$ cat config.mk
export PLATFORM = sky130hd
export DESIGN_NAME = xnan_select
export DESIGN_NICKNAME = d
export VERILOG_FILES = /design/src/rtl/xnan_pkg.sv /design/src/rtl/xnan_classify.sv /design/src/rtl/xnan_pick.sv /design/src/rtl/xnan_select.sv
export SDC_FILE = /design/constraint.sdc
export NUM_CORES = 1
export LEC_CHECK = 0
export CORE_AREA = 5 5 156 158
export CTS_CLUSTER_DIAMETER = 30
export DETAILED_ROUTE_END_ITERATION = 16
export DIE_AREA = 0 0 161 163
export PLACE_DENSITY_LB_ADDON = 0.25
export RECOVER_POWER = 25
export SETUP_SLACK_MARGIN = 0.4
export SYNTH_ARGS = -nofsm -noshare
export SYNTH_HDL_FRONTEND = slang
export SYNTH_SLANG_ARGS = --single-unit
$ cat constraint.sdc
create_clock -name clk -period 0.8 [get_ports clk]
set_input_delay 0.16 -clock clk [delete_from_list [all_inputs] [get_ports clk]]
set_output_delay 0.16 -clock clk [all_outputs]
set_load 0.01 [all_outputs]
$ cat src/rtl/xnan_pkg.sv
package xnan_pkg;
  localparam int unsigned XP_EXP_W = 15;
  localparam int unsigned XP_SIG_W = 64;

  typedef enum logic [2:0] {
    CLS_ZERO   = 3'd0,
    CLS_DENORM = 3'd1,
    CLS_NORM   = 3'd2,
    CLS_UNNORM = 3'd3,
    CLS_INF    = 3'd4,
    CLS_QNAN   = 3'd5,
    CLS_SNAN   = 3'd6
  } xcls_e;
endpackage

$ cat src/rtl/xnan_classify.sv
module xnan_classify
  import xnan_pkg::*;
#(
  parameter int unsigned EXP_W = XP_EXP_W,
  parameter int unsigned SIG_W = XP_SIG_W
) (
  input  logic [EXP_W+SIG_W:0] op_i,
  output xcls_e                cls_o
);
  logic [EXP_W-1:0] expo;
  logic [SIG_W-1:0] sig;
  logic [SIG_W-2:0] frac;

  assign expo = op_i[SIG_W +: EXP_W];
  assign sig  = op_i[SIG_W-1:0];
  assign frac = sig[SIG_W-2:0];

  // integer bit is consulted only for finite nonzero exponents
  always_comb begin
    cls_o = CLS_NORM;
    if (expo == '0) begin
      if (sig == '0) cls_o = CLS_ZERO;
      else           cls_o = CLS_DENORM;
    end else if (&expo) begin
      if (frac == '0)         cls_o = CLS_INF;
      else if (sig[SIG_W-2])  cls_o = CLS_QNAN;
      else                    cls_o = CLS_SNAN;
    end else begin
      if (sig[SIG_W-1]) cls_o = CLS_NORM;
      else              cls_o = CLS_UNNORM;
    end
  end
endmodule

$ cat src/rtl/xnan_pick.sv
module xnan_pick
  import xnan_pkg::*;
#(
  parameter int unsigned EXP_W = XP_EXP_W,
  parameter int unsigned SIG_W = XP_SIG_W
) (
  input  logic [EXP_W+SIG_W:0] src_i,
  input  logic [EXP_W+SIG_W:0] dst_i,
  input  xcls_e                src_cls_i,
  input  xcls_e                dst_cls_i,
  input  logic                 snan_en_i,
  output logic                 nan_o,
  output logic [EXP_W+SIG_W:0] res_o,
  output logic                 snan_o,
  output logic                 trap_o,
  output logic                 we_o
);
  localparam int unsigned OP_W = EXP_W + SIG_W + 1;
  localparam logic [OP_W-1:0] QMASK = {{(OP_W-1){1'b0}}, 1'b1} << (SIG_W-2);

  logic src_nan, dst_nan;
  logic [OP_W-1:0] src_q, dst_q;

  assign src_nan = (src_cls_i == CLS_QNAN) || (src_cls_i == CLS_SNAN);
  assign dst_nan = (dst_cls_i == CLS_QNAN) || (dst_cls_i == CLS_SNAN);
  assign src_q   = src_i | QMASK;
  assign dst_q   = dst_i | QMASK;

  always_comb begin
    snan_o = (src_cls_i == CLS_SNAN) || (dst_cls_i == CLS_SNAN);
    trap_o = snan_o && snan_en_i;
    we_o   = !trap_o;
    nan_o  = src_nan || dst_nan;
    if (dst_nan)      res_o = dst_q;
    else if (src_nan) res_o = src_q;
    else              res_o = '0;
  end
endmodule

$ cat src/rtl/xnan_select.sv
module xnan_select
  import xnan_pkg::*;
#(
  parameter int unsigned EXP_W   = XP_EXP_W,
  parameter int unsigned SIG_W   = XP_SIG_W,
  parameter bit          REG_OUT = 1'b1
) (
  input  logic                 clk,
  input  logic                 rst_n,
  input  logic                 in_valid,
  input  logic [EXP_W+SIG_W:0] src_op,
  input  logic [EXP_W+SIG_W:0] dst_op,
  input  logic                 snan_en,
  output logic                 out_valid,
  output logic [2:0]           src_class,
  output logic [2:0]           dst_class,
  output logic                 nan_valid,
  output logic [EXP_W+SIG_W:0] result,
  output logic                 snan_flag,
  output logic                 trap,
  output logic                 dest_we,
  output logic [EXP_W+SIG_W:0] dflt_nan,
  output logic [EXP_W+SIG_W:0] dflt_inf
);
  localparam int unsigned OP_W  = EXP_W + SIG_W + 1;
  localparam int unsigned N_OPS = 2;

  logic [OP_W-1:0] op_a  [N_OPS];
  xcls_e           cls_a [N_OPS];

  assign op_a[0] = src_op;
  assign op_a[1] = dst_op;

  for (genvar g = 0; g < N_OPS; g++) begin : g_cls
    xnan_classify #(.EXP_W(EXP_W), .SIG_W(SIG_W)) u_cls (
      .op_i  (op_a[g]),
      .cls_o (cls_a[g])
    );
  end

  logic            c_nan, c_snan, c_trap, c_we;
  logic [OP_W-1:0] c_res;

  xnan_pick #(.EXP_W(EXP_W), .SIG_W(SIG_W)) u_pick (
    .src_i     (src_op),
    .dst_i     (dst_op),
    .src_cls_i (cls_a[0]),
    .dst_cls_i (cls_a[1]),
    .snan_en_i (snan_en),
    .nan_o     (c_nan),
    .res_o     (c_res),
    .snan_o    (c_snan),
    .trap_o    (c_trap),
    .we_o      (c_we)
  );

  // status next state: qualified by the input strobe
  logic v_d, f_d, t_d;
  always_comb begin
    v_d = in_valid;
    f_d = in_valid && c_snan;
    t_d = in_valid && c_trap;
  end

  if (REG_OUT) begin : g_reg
    logic            v_q, f_q, t_q;
    logic [2:0]      sc_q, dc_q;
    logic            nv_q, we_q;
    logic [OP_W-1:0] r_q;

    always_ff @(posedge clk or negedge rst_n) begin
      if (!rst_n) begin
        v_q <= 1'b0;
        f_q <= 1'b0;
        t_q <= 1'b0;
      end else begin
        v_q <= v_d;
        f_q <= f_d;
        t_q <= t_d;
      end
    end

    always_ff @(posedge clk) begin
      if (in_valid) begin
        sc_q <= cls_a[0];
        dc_q <= cls_a[1];
        nv_q <= c_nan;
        we_q <= c_we;
        r_q  <= c_res;
      end
    end

    assign out_valid = v_q;
    assign snan_flag = f_q;
    assign trap      = t_q;
    assign src_class = sc_q;
    assign dst_class = dc_q;
    assign nan_valid = nv_q;
    assign dest_we   = we_q;
    assign result    = r_q;
  end else begin : g_comb
    assign out_valid = v_d;
    assign snan_flag = f_d;
    assign trap      = t_d;
    assign src_class = cls_a[0];
    assign dst_class = cls_a[1];
    assign nan_valid = c_nan;
    assign dest_we   = c_we;
    assign result    = c_res;
  end

  assign dflt_nan = {1'b0, {EXP_W{1'b1}}, {SIG_W{1'b1}}};
  assign dflt_inf = {1'b0, {EXP_W{1'b1}}, {SIG_W{1'b0}}};
endmodule

## Word level (Yosys, flattened, before mapping)

Cells that the tools add are included.
W data, S select, Z words.

- Equal/unequal tests: 4
- Reduce and logical (&&, ||, !) cells: 16
- Muxes and demuxes: 14

Operators with widths:

| cell | count |
|---|---|
| $mux W80 | 2 |
| $logic_not A64 Y1 | 2 |
| $logic_not A63 Y1 | 2 |
| $logic_not A15 Y1 | 2 |
| $reduce_and A15 Y1 | 2 |
| $mux W3 | 6 |
| $eq A3 B3 Y1 const B | 4 |
| $logic_or A1 B1 Y1 | 4 |
| $mux W1 | 4 |
| $mux W2 | 2 |
| $logic_and A1 B1 Y1 | 3 |
| $logic_not A1 Y1 | 1 |

- Output and inout port bits: 251
- Word-level logic and storage cells: 43
- Bits in registers: 91
- Input bits: 164

## Depth between registers and ports, before layout

- Word-level depth: 8
- Depth in mapped cells: 7
- Depth with buffers taken out: 5

## By module

Synthesis repeated with hierarchy kept, for this count alone.

- Cells, all modules: 521
- Area total of the unflattened synthesis: 6127.1 um2

By module, submodules not included:

| module | times used | area an instance (um2) | cells each | sequential area each (um2) |
|---|---|---|---|---|
| xnan_select | 1 | 3938.8 | 255 | 2717.6 |
| xnan_pick | 1 | 1715.4 | 194 | 0.0 |
| xnan_classify | 2 | 236.5 | 36 | 0.0 |

## Worst setup path before layout

OpenSTA, ideal clock, no wires.

- Path type: input -> register
- Start: input port dst_op[53]
- End: register g_reg.r_q[63] (netlist: result[63]), data pin
- Buffers on the path: 1
- Arrival: 1572 ps
- Slack: -1028 ps
- Stages on the path: 6
- Setup time: 256 ps
- Required time: 544 ps
- Cell sequence: nor4_1 nand4_1 o41a_2 buf_6 and2_1 a41o_1

- Word-level cells in the longest chain between the ends: 7
- Elaborated cells on any way between the ends: 10
- Classes of those cells: 2 x eq/ne; 5 x mux; 3 x reduce/logical

RTL lines:

| what | line | RTL |
|---|---|---|
| start: declaration | xnan_select.sv:12 | `input logic [EXP_W+SIG_W:0] dst_op,` |
| $logic_not A63 Y1 | xnan_classify.sv:25 | `if (frac == '0) cls_o = CLS_INF;` |
| $mux W3 | xnan_classify.sv:25 |  |
| $mux W3 | xnan_classify.sv:24 | `end else if (&expo) begin` |
| $mux W3 (*) | xnan_classify.sv:21 | `if (expo == '0) begin` |
| $eq A3 B3 Y1 | xnan_pick.sv:25 | `assign dst_nan = (dst_cls_i == CLS_QNAN) \|\| (dst_cls_i == CLS_SNAN);` |
| $logic_or A1 B1 Y1 (*) | xnan_pick.sv:25 |  |
| $mux W80 (*) | xnan_pick.sv:34 | `if (dst_nan) res_o = dst_q;` |
| net c_res[63] | xnan_select.sv:42 | `logic [OP_W-1:0] c_res;` |
| end signal: assignment | xnan_select.sv:89 | `r_q <= c_res;` |
| end: declaration | xnan_select.sv:69 | `logic [OP_W-1:0] r_q;` |

Mark *: on every way through the listed nets, which the timed path passes. The rest lies on a longest branch.
A chain may end at the register's enable or synchronous reset.

## Worst setup path after layout

- Start: input port dst_op[54]
- End: register g_reg.r_q[63] (netlist: result[63]), data pin

Same word-level chain as after synthesis.

==> impl_metrics.toml <==
[global_routing]
grt_first_pass_wirelength_um = 29900
gr-usage-all-layers = 0.150
grt_overflow = 0
antenna_found_initial = 1
grt_max_degree = 64
grt_pass1_vias = 5062

[cts]
cts.clk_slew.worst_paths_ns = 0.07
cts_buffer_depth = 2
clock-sinks = 91
cts_tree = "done"
htreeDepth = 3
numCtsBuffers = 9
cts-root-buf = "clkbuf_16"

[setup_path]
crit_path_frequent_cell = "buf_4"
start_kind = "input port"
path_max_fanout = 6
critical_path_required_ns = 0.89
crit_slowest_cell = "o41a_4"
path_class = "input port to flop"
arrival_ns = 1.99
max_stage_delay_ns = 0.53
worst_setup_path_end_kind = "flop"
startpoint = "dst_op[54]"
path_cells = "buf_8, nor4_4, buf_4, nand4_1, buf_4, o41a_4, buf_6, and2_4, a41o_1"

[finish]
area_delta_synth_final_pct = 65.0
drive_gt1_frac = 0.284
utilization = 0.397
final_nets = 1086
fin_cells = 1218

[worst_hold_path]
hp-class = "input port to asynchronous set/reset pin"

[detailed_routing]
first_pass_iters = 4
routed-via-count = 4991
routed_via_density = 4.10
drtAntennaViolNets = 0
wirelength_um = 21600
drc = 0
drt-initial-drc-count = 249
wire_per_inst_um = 17.7

[placed_design]
post-place-cells = 1190
dp_slack_ns = -2.08
io_buffer_count = 254
place_congestion = 0.823
dp_hpwl_um = 17100

[sta]
fin_tns_setup_ns = -128.70
worst_hold_slack_ns = 0.0647
min_period_ns = 1.89
rsz0062_at_grt = "yes"
relSlewSlack = 0.623
max_freq_mhz = 528
drv_slew = 0
setup_violations = 225
setup_slack_ns = -1.09
min_period_over_period = 2.37
hold_viol_final = 0
tightest_slew_ns = 0.565

[logic_synthesis]
async_reset_ff_frac = 0.0330
synth_cell_types = 32
synth_area_mm2 = 0.00552
yosysTopAreaCellShare = 0.478
synth_enable_flop_cells = 88
synth_seq_area_share = 0.492
synth_flop_cell = "edfxtp_1"
synth-seq-cells = 91
syn_area_per_cell_um2 = 9.66
syn_inst = 572
synth_top_cell_by_area = "edfxtp_1"
yosysWarnings = 0
synth_area_leaders = "edfxtp_1 48%, buf_4 22%, nand2_1 8.8%"

[power_and_ir_drop]
p_int_uw = 8620
ir_worst_vdd_v = 0.000834
clkPwrFrac = 0.342
cellPowerDensity_mw_per_mm2 = 1300
pwr-share-seq = 0.464
switchingPower_uw = 3230
pwr-share-comb = 0.194
p_sw_frac = 0.272
p_leak_uw = 0.00425

[floorplan]
io_pins = 415
initial_core_util = 0.240
die_y_um = 163
fp.dieW_um = 161
coreArea_mm2 = 0.0230
dieArea_mm2 = 0.0262
rows = 56

[outcome]
outcome = "finished with violations"
violations = "negative setup slack"

[job]
maxCapViolCount = 0
-- cells in the final DEF (no fill, tap or decap), types with 6 or more instances in the layout --
cell type	n
nand2_1	128
o21ai_1	23
clkdlybuf4s15_1	15
buf_6	11
buf_4	94
nand4_1	13
nor4_4	15
clkbuf_16	10
dlymetal6s2s_1	51
buf_2	35
conb_1	160
dlygate4sd2_1	20
nor4_1	6
clkdlybuf4s50_1	80
edfxtp_1	88
a21o_1	17
nor4_2	18
o21ai_0	38
clkbuf_2	44
-- final timing paths --
check,end,slack (ns),cells past startpoint
worst max-delay path,result[63],-1.09,9
worst min-delay path,out_valid,0.06,1
max in group asynchronous,snan_flag,0.59,1
min in group clk,result[52],0.13,3
-- final cells by class --
cell class              count  area, um^2
clock buffers               9         225
clock inverters             7        43.8
flip-flops and latches     91        2720
diodes                      1        2.50
well taps                 290         363
repair buffers            366        3260
multi-input cells         452        2500
fillers                  2302       13900
inverters                   2        7.51
-- worst max-delay path: cells and delay by family --
kind                   cells  cell delay, ns
AO/OA/AOI/OAI              2            0.72
buffers and inverters      4            0.59
AND/OR/NAND/NOR            3            0.52
-- metal layers --
layer / share of wire / up-vias / routed length [um] / global-route usage
li1: - / 2394 / - / -
met1: 0.40 / 2344 / 8620 / 0.180
met2: 0.52 / 238 / 11200 / 0.272
met3: 0.066 / 15 / 1410 / 0.0319
met4: 0.014 / 0 / 310 / 0.0399
met5: 0 / - / 0 / 0
-- synthesized netlist by cell type (3+ instances only) --
cell type and count:
a21o_1 17, a21oi_1 4, buf_1 3, buf_2 8
buf_4 160, clkbuf_1 12, dfrtp_1 3, edfxtp_1 88
nand2_1 130, nand4_1 13, nor3_1 7, nor4_1 38
o21ai_0 63
-- power groups by stage --
stage | clock network, uW | logic (uW) | registers (uW)
detailed placement | 0 | 2460 | 5610
global route | 4330 | 2450 | 5530
CTS | 4170 | 2380 | 5510
finish | 4050 | 2290 | 5500
floorplan | 0 | 982 | 5750
global placement | 0 | 2470 | 5610
-- kinds of logic (layout without fill, tap and decap cells) --
group | Yosys count | count (layout) | share of synthesized area
AO/OA/AOI/OAI | 94 | 94 | 0.100
buffers and inverters | 187 | 384 | 0.240
flip-flops | 91 | 91 | 0.492
other | 2 | 161 | 0.00136
AND/OR/NAND/NOR | 198 | 198 | 0.166
-- state kept, by name (all words and copies together) (netlist names) --
signal	cells
trap	1
snan_flag	1
dest_we	1
nan_valid	1
out_valid	1
result	80
src_class	3
dst_class	3
-- through the flow --
step / instance area, um^2 / power (uW)
floorplan: 6230 / 6730
global placement: 8630 / 8080
detailed placement: 8630 / 8070
CTS: 9040 / 12100
global route: 9110 / 12300
finish: 9110 / 11900
-- what timing repair did --
item                                    4_1_cts  5_1_grt
pin swaps                                    24       41
cloned                                        1        1
hold endpoints to repair                      3        0
resized for setup                           266      205
setup buffers                                 7        2
endpoints found under the setup margin      269      269
(Power assumes the default switching activity.)
